File: config.mk
export PLATFORM = sky130hd
export DESIGN_NAME = bitproc_unit
export DESIGN_NICKNAME = d
export VERILOG_FILES = /design/src/rtl/bitproc_pkg.sv /design/src/rtl/bitproc_addr_map.sv /design/src/rtl/bitproc_logic.sv /design/src/rtl/bitproc_unit.sv
export SDC_FILE = /design/constraint.sdc
export NUM_CORES = 1
export LEC_CHECK = 0
export ABC_AREA = 1
export BUFFER_PORTS_ARGS = -buffer_cell sky130_fd_sc_hd__buf_2
export CAP_MARGIN = 20
export CORE_AREA = 5 5 101 103
export CTS_CLUSTER_SIZE = 40
export DETAILED_ROUTE_END_ITERATION = 8
export DIE_AREA = 0 0 106 108
export PLACE_DENSITY = 0.81
export RECOVER_POWER = 25
export SYNTH_ARGS = -nofsm -noshare
export SYNTH_HDL_FRONTEND = slang
export SYNTH_SLANG_ARGS = --single-unit
export TNS_END_PERCENT = 5
File: constraint.sdc
create_clock -name clk -period 5.4 [get_ports clk]
set_clock_uncertainty 0.1 [all_clocks]
set_input_delay 0.81 -clock clk [delete_from_list [all_inputs] [get_ports clk]]
set_output_delay 0.81 -clock clk [all_outputs]
set_load 0.02 [all_outputs]
File: src/rtl/bitproc_pkg.sv
package bitproc_pkg;

  typedef enum logic [3:0] {
    BOP_NOP  = 4'd0,
    BOP_SETB = 4'd1,
    BOP_CLRB = 4'd2,
    BOP_CPLB = 4'd3,
    BOP_LDC  = 4'd4,
    BOP_STC  = 4'd5,
    BOP_ANDC = 4'd6,
    BOP_ORC  = 4'd7,
    BOP_JSET = 4'd8,
    BOP_JCLR = 4'd9,
    BOP_SETC = 4'd10,
    BOP_CLRC = 4'd11,
    BOP_CPLC = 4'd12
  } bop_e;

  typedef enum logic [1:0] {
    ST_IDLE = 2'd0,
    ST_EXEC = 2'd1,
    ST_WB   = 2'd2
  } bstate_e;

  function automatic logic bop_reads(input bop_e op);
    case (op)
      BOP_SETB, BOP_CLRB, BOP_CPLB, BOP_LDC, BOP_STC,
      BOP_ANDC, BOP_ORC, BOP_JSET, BOP_JCLR: bop_reads = 1'b1;
      default:                               bop_reads = 1'b0;
    endcase
  endfunction

  function automatic logic bop_writes(input bop_e op);
    case (op)
      BOP_SETB, BOP_CLRB, BOP_CPLB, BOP_STC: bop_writes = 1'b1;
      default:                               bop_writes = 1'b0;
    endcase
  endfunction

endpackage

File: src/rtl/bitproc_addr_map.sv
module bitproc_addr_map #(
  parameter int          ADDR_W   = 8,
  parameter int          DATA_W   = 8,
  parameter logic [7:0]  RAM_BASE = 8'h20,
  localparam int         IDX_W    = $clog2(DATA_W)
) (
  input  logic [ADDR_W-1:0] bit_addr,
  output logic [ADDR_W-1:0] byte_addr,
  output logic [IDX_W-1:0]  bit_idx
);

  localparam logic [ADDR_W-1:0] BASE = ADDR_W'(RAM_BASE);

  logic [ADDR_W-1:0] ram_byte;
  logic [ADDR_W-1:0] sfr_byte;

  // lower half: packed window in RAM; upper half: aligned SFR slots
  assign ram_byte  = BASE + ADDR_W'(bit_addr[ADDR_W-2:IDX_W]);
  assign sfr_byte  = {bit_addr[ADDR_W-1:IDX_W], {IDX_W{1'b0}}};
  assign byte_addr = bit_addr[ADDR_W-1] ? sfr_byte : ram_byte;
  assign bit_idx   = bit_addr[IDX_W-1:0];

endmodule

File: src/rtl/bitproc_logic.sv
module bitproc_logic
  import bitproc_pkg::*;
#(
  parameter int  DATA_W = 8,
  localparam int IDX_W  = $clog2(DATA_W)
) (
  input  bop_e               op,
  input  logic               inv,
  input  logic               carry,
  input  logic [DATA_W-1:0]  byte_in,
  input  logic [IDX_W-1:0]   bit_idx,
  output logic               carry_nxt,
  output logic [DATA_W-1:0]  byte_nxt,
  output logic               take_jump
);

  logic [DATA_W-1:0] mask;
  logic              bit_val;
  logic              operand;

  assign mask    = DATA_W'(1) << bit_idx;
  assign bit_val = byte_in[bit_idx];
  assign operand = bit_val ^ inv;

  always_comb begin
    carry_nxt = carry;
    byte_nxt  = byte_in;
    take_jump = 1'b0;
    case (op)
      BOP_SETB: byte_nxt  = byte_in | mask;
      BOP_CLRB: byte_nxt  = byte_in & ~mask;
      BOP_CPLB: byte_nxt  = byte_in ^ mask;
      BOP_STC:  byte_nxt  = carry ? (byte_in | mask) : (byte_in & ~mask);
      BOP_LDC:  carry_nxt = bit_val;
      BOP_ANDC: carry_nxt = carry & operand;
      BOP_ORC:  carry_nxt = carry | operand;
      BOP_JSET: take_jump = bit_val;
      BOP_JCLR: take_jump = ~bit_val;
      BOP_SETC: carry_nxt = 1'b1;
      BOP_CLRC: carry_nxt = 1'b0;
      BOP_CPLC: carry_nxt = ~carry;
      default:  ;
    endcase
  end

endmodule

File: src/rtl/bitproc_unit.sv
module bitproc_unit
  import bitproc_pkg::*;
#(
  parameter int         ADDR_W   = 8,
  parameter int         DATA_W   = 8,
  parameter int         PC_W     = 16,
  parameter int         REL_W    = 8,
  parameter logic [7:0] RAM_BASE = 8'h20
) (
  input  logic              clk,
  input  logic              rst,
  input  logic              op_valid,
  input  logic [3:0]        op_code,
  input  logic [ADDR_W-1:0] op_bit_addr,
  input  logic              op_inv,
  input  logic [REL_W-1:0]  op_rel,
  input  logic [PC_W-1:0]   op_pc,
  output logic              op_ready,
  output logic              rd_en,
  output logic [ADDR_W-1:0] rd_addr,
  input  logic [DATA_W-1:0] rd_data,
  output logic              wr_en,
  output logic [ADDR_W-1:0] wr_addr,
  output logic [DATA_W-1:0] wr_data,
  output logic              carry_out,
  output logic              br_taken,
  output logic [PC_W-1:0]   br_target
);

  localparam int IDX_W     = $clog2(DATA_W);
  localparam int RAM_BYTES = 1 << (ADDR_W - 1 - IDX_W);

  bstate_e            state;
  bop_e               op_in;
  bop_e               op_q;
  logic               inv_q;
  logic [IDX_W-1:0]   idx_q;
  logic [ADDR_W-1:0]  baddr_q;
  logic [PC_W-1:0]    pc_q;
  logic [REL_W-1:0]   rel_q;
  logic               carry_q;
  logic               accept;

  logic [ADDR_W-1:0]  map_byte;
  logic [IDX_W-1:0]   map_idx;
  logic               carry_nxt;
  logic [DATA_W-1:0]  byte_nxt;
  logic               take_jump;

  assign op_in    = bop_e'(op_code);
  assign op_ready = (state == ST_IDLE);
  assign accept   = op_valid && op_ready;
  assign rd_en    = accept && bop_reads(op_in);
  assign rd_addr  = map_byte;
  assign carry_out = carry_q;

  bitproc_addr_map #(
    .ADDR_W   (ADDR_W),
    .DATA_W   (DATA_W),
    .RAM_BASE (RAM_BASE)
  ) i_map (
    .bit_addr  (op_bit_addr),
    .byte_addr (map_byte),
    .bit_idx   (map_idx)
  );

  bitproc_logic #(
    .DATA_W (DATA_W)
  ) i_logic (
    .op        (op_q),
    .inv       (inv_q),
    .carry     (carry_q),
    .byte_in   (rd_data),
    .bit_idx   (idx_q),
    .carry_nxt (carry_nxt),
    .byte_nxt  (byte_nxt),
    .take_jump (take_jump)
  );

  // operation capture
  always_ff @(posedge clk) begin
    if (rst) begin
      op_q    <= BOP_NOP;
      inv_q   <= 1'b0;
      idx_q   <= '0;
      baddr_q <= '0;
      pc_q    <= '0;
      rel_q   <= '0;
    end else if (accept) begin
      op_q    <= op_in;
      inv_q   <= op_inv;
      idx_q   <= map_idx;
      baddr_q <= map_byte;
      pc_q    <= op_pc;
      rel_q   <= op_rel;
    end
  end

  // sequencing and registered results
  always_ff @(posedge clk) begin
    if (rst) begin
      state     <= ST_IDLE;
      carry_q   <= 1'b0;
      br_taken  <= 1'b0;
      br_target <= '0;
      wr_en     <= 1'b0;
      wr_addr   <= '0;
      wr_data   <= '0;
    end else begin
      br_taken <= 1'b0;
      wr_en    <= 1'b0;
      case (state)
        ST_IDLE: if (accept) state <= ST_EXEC;
        ST_EXEC: begin
          carry_q  <= carry_nxt;
          br_taken <= take_jump;
          if (take_jump)
            br_target <= pc_q + {{(PC_W-REL_W){rel_q[REL_W-1]}}, rel_q};
          if (bop_writes(op_q)) begin
            wr_en   <= 1'b1;
            wr_addr <= baddr_q;
            wr_data <= byte_nxt;
            state   <= ST_WB;
          end else begin
            state <= ST_IDLE;
          end
        end
        default: state <= ST_IDLE;
      endcase
    end
  end

  // ---------------- assertions ----------------
  assert_carry_hold_R1: assert property (@(posedge clk) disable iff (rst)
    (state != ST_EXEC) |=> $stable(carry_out));

  assert_ram_window_R2: assert property (@(posedge clk) disable iff (rst)
    (rd_en && !op_bit_addr[ADDR_W-1]) |->
      (rd_addr >= ADDR_W'(RAM_BASE) && rd_addr < ADDR_W'(RAM_BASE) + ADDR_W'(RAM_BYTES)));

  assert_sfr_aligned_R3: assert property (@(posedge clk) disable iff (rst)
    (rd_en && op_bit_addr[ADDR_W-1]) |->
      (rd_addr[ADDR_W-1] && rd_addr[IDX_W-1:0] == '0));

  assert_merge_keeps_R4: assert property (@(posedge clk) disable iff (rst)
    wr_en |-> (((wr_data ^ $past(rd_data)) & ~(DATA_W'(1) << idx_q)) == '0));

  assert_branch_from_exec_R9: assert property (@(posedge clk) disable iff (rst)
    br_taken |-> $past(state == ST_EXEC));

  assert_busy_after_accept_R10: assert property (@(posedge clk) disable iff (rst)
    accept |=> !op_ready);

  assert_wb_single_R10: assert property (@(posedge clk) disable iff (rst)
    wr_en |=> !wr_en);

  assert_wb_address_R10: assert property (@(posedge clk) disable iff (rst)
    wr_en |-> (wr_addr == $past(rd_addr, 2)));

endmodule

==> key figures <==
Clocking
  • Post-CTS setup buffers: 0
  • PostCTS Resize Cnt: 0
  • # hold bufs at CTS: 0
  • CTS Sinks: between 70 and 80
  • CTS tree: done
  • Root buf cell: clkbuf_8
  • Worst-path clk slew: approximately 0.08 ns
  • CTS HTree Levels: 3
  • CTS max path bufs: 2
  • Clock Latency Late Sink: 0.35 ns
  • Number of CTS-inserted buffers: 9

Global route
  • Vias in the first global route: just over 4000
  • Total grt overflow: 0
  • Largest net degree at the start of global routing: 35
  • First-pass GRT wire length: 18400 um
  • Initial antenna violation count: 0
  • GRT Util Overall: 19.4%

Placed design
  • Port bufs: 92
  • RePlAce Congestion: around 0.92
  • Placed insts: 840
  • HPWL after DPL: 8430 um

Layout
  • Post-layout util: 56.0%
  • P&R area growth vs syn: 14.6%
  • Ant. Diodes: 0
  • Finished Layout Cells: 856
  • Fill cells: 897
  • Layout cells sized above 1: 13.0%
  • Final #Nets: ~800

Critical path
  • Max Fanout on Critical Path: 32
  • CP cell instances: buf_2 > nand2_1 > clkbuf_1 > inv_1 > o21ai_0 > a31oi_1
  • CP max stage cell: clkbuf_1
  • Crit end category: register
  • WS Path Type: in2reg
  • CP bufs+invs: 3
  • CP delay by family, top: buffers and inverters
  • Critical Path RT: between 5 and 6 ns
  • CP peak stage delay: 0.89 ns
  • CP startpoint kind: primary input
  • Critical Path AT: 3.35 ns

Routing
  • Final ANT Viol Nets: 0
  • DRC violations left: 0
  • Avg WL per Cell: between 10 and 15 um
  • Vias per cell: 5.07
  • Post-Route WL: around 11000 um
  • Routed via count: 4337
  • First-pass DRT Iterations: 5
  • Violation count after the first detailed-route iteration: approximately 220

Die
  • Die width: around 110 um
  • Die height: 108 um
  • FP Rows: 35
  • I/O Pins: 93
  • Initial Util: 48.9%
  • Die Footprint: 0.0114 mm2
  • Core area: 0.00911 mm2

STA
  • Period utilization: 60.0%
  • Final Hold Fails: 0
  • Post-Route Setup TNS: 0 ns
  • Final setup vio count: 0
  • Max Fclk: roughly 310 MHz
  • Hold slack final: 0.372 ns
  • Relative slew slack: between 20% and 30%
  • Final slew viol count: 0
  • Slew at the pin closest to its max-slew limit: 1.13 ns
  • RSZ-0062 raised after global routing: no
  • Final min period: 3.24 ns

Yosys
  • Synthesized netlist cell count: 660
  • Post-synthesis async set-or-reset flop share: 0%
  • Synth warn: 0
  • Synth Net Count: 740
  • Sequential area share after synthesis: approximately a third
  • Ys flop type: dfxtp_1
  • Netlist Area Pre-Place: 0.00445 mm2
  • Post-synth EDFFs: 0
  • Yosys reg bits: 77
  • Library cells used by synthesis: 34
  • Syn avg cell area: around 6.7 um2

Power and ir drop
  • Lkg Pwr: 0.00247 uW
  • Max VDD drop: between 100 and 150 uV
  • PwrDens: between 200 and 300 mW/mm2

Outcome
  • Status: completed

Hold path
  • Hold WC Path Type: reg2reg

Run
  • Max-cap violations: 0
## kinds of logic after synthesis
group           share of synthesized area, %
flops                                   34.6
fa+ha+maj                               9.16
compound gates                          15.4
xor+xnor                                1.77
buf+inv                                 9.33
simple gates                            29.7
## Yosys cell counts (4+ instances only)
library cell  count  area [um2]
a21oi_1          40         200
a31oi_1           7        43.8
buf_4             4        30.0
buf_6             4        45.0
clkbuf_1         17        63.8
dfxtp_1          77        1540
ha_1             31         388
inv_1            68         255
inv_2             4        15.0
nand2_1         153         574
nand3_1          26         130
nor2_1          116         435
o211ai_1          8        60.1
o21ai_0          61         305
o21ai_1           4        20.0
xnor2_1           5        43.8
xor2_1            4        35.0
## worst paths after layout
kind	startpoint	to	slack, ns	depth (start not counted)
max	op_valid	baddr_q[5]$_SDFFE_PP0P_	2.16	6
min	wr_addr[1]$_SDFFE_PP0N_	wr_addr[1]$_SDFFE_PP0N_	0.37	2
max reg2reg	state[1]$_SDFFE_PP0P_	baddr_q[5]$_SDFFE_PP0P_	2.27	6
min reg2reg	wr_addr[1]$_SDFFE_PP0N_	wr_addr[1]$_SDFFE_PP0N_	0.37	2
## state kept, by name, summed over array words and instances (netlist names)
signal / count
br_target: 16
wr_en: 1
carry_out: 1
baddr_q: 8
wr_data: 8
op_q: 4
inv_q: 1
pc_q: 16
br_taken: 1
rel_q: 8
state: 2
wr_addr: 8
idx_q: 3
## metrics by stage
stage               area (um2)  power [uW]  setup slack [ns]
CTS                       5140        1380              2.87
floorplan                 4450         831              2.69
global placement          4930         898              2.71
finish                    5100        1370              2.16
detailed placement        4930         906              2.61
global route              5100        1440              1.83
## power by group
| group | internal (uW) | switching (uW) | leakage, uW |
|---|---|---|---|
| clock | 262 | 217 | 0.000100 |
| sequential | 598 | 25.8 | 0.000630 |
| combinational | 94.9 | 176 | 0.00174 |
| total | 955 | 419 | 0.00247 |
## cells in the final DEF (no fill, tap or decap), types with 5 or more instances in the layout
cell type	count
a21oi_1	40
o211ai_1	8
inv_1	68
nand3_1	26
ha_1	31
o21ai_0	61
buf_2	64
xnor2_1	5
clkbuf_8	9
a31oi_1	7
clkbuf_1	31
nor2_1	116
dfxtp_1	77
nand2_1	153
## worst register-to-register path, cell delays in order, from the launching register on
cell	delay (ns)
dfxtp_1	0.36
nor2_1	0.08
nand2_1	0.35
clkbuf_1	0.89
inv_1	0.76
o21ai_0	0.38
a31oi_1	0.06
## per-layer routing
metal	GRT usage (%)	up-vias	part of all wire, %	routed length [um]
met5	0	-	0	0
met4	7.31	0	2.5	282
met3	3.52	24	5.1	564
met2	32.6	128	46	5140
met1	25.0	1910	46	5140
li1	-	2275	-	-
## final cells by class
class / instances / area [um2] / area share (%)
Multi-Input combinational cell: 485 / 2490 / 48.9
Sequential cell: 77 / 1540 / 30.2
Timing Repair Buffer: 94 / 437 / 8.56
Inverter: 73 / 277 / 5.42
Tap cell: 111 / 139 / 2.72
Clock buffer: 11 / 131 / 2.57
Clock inverter: 5 / 83.8 / 1.64
No activity file was read; power rests on OpenSTA's default activity.
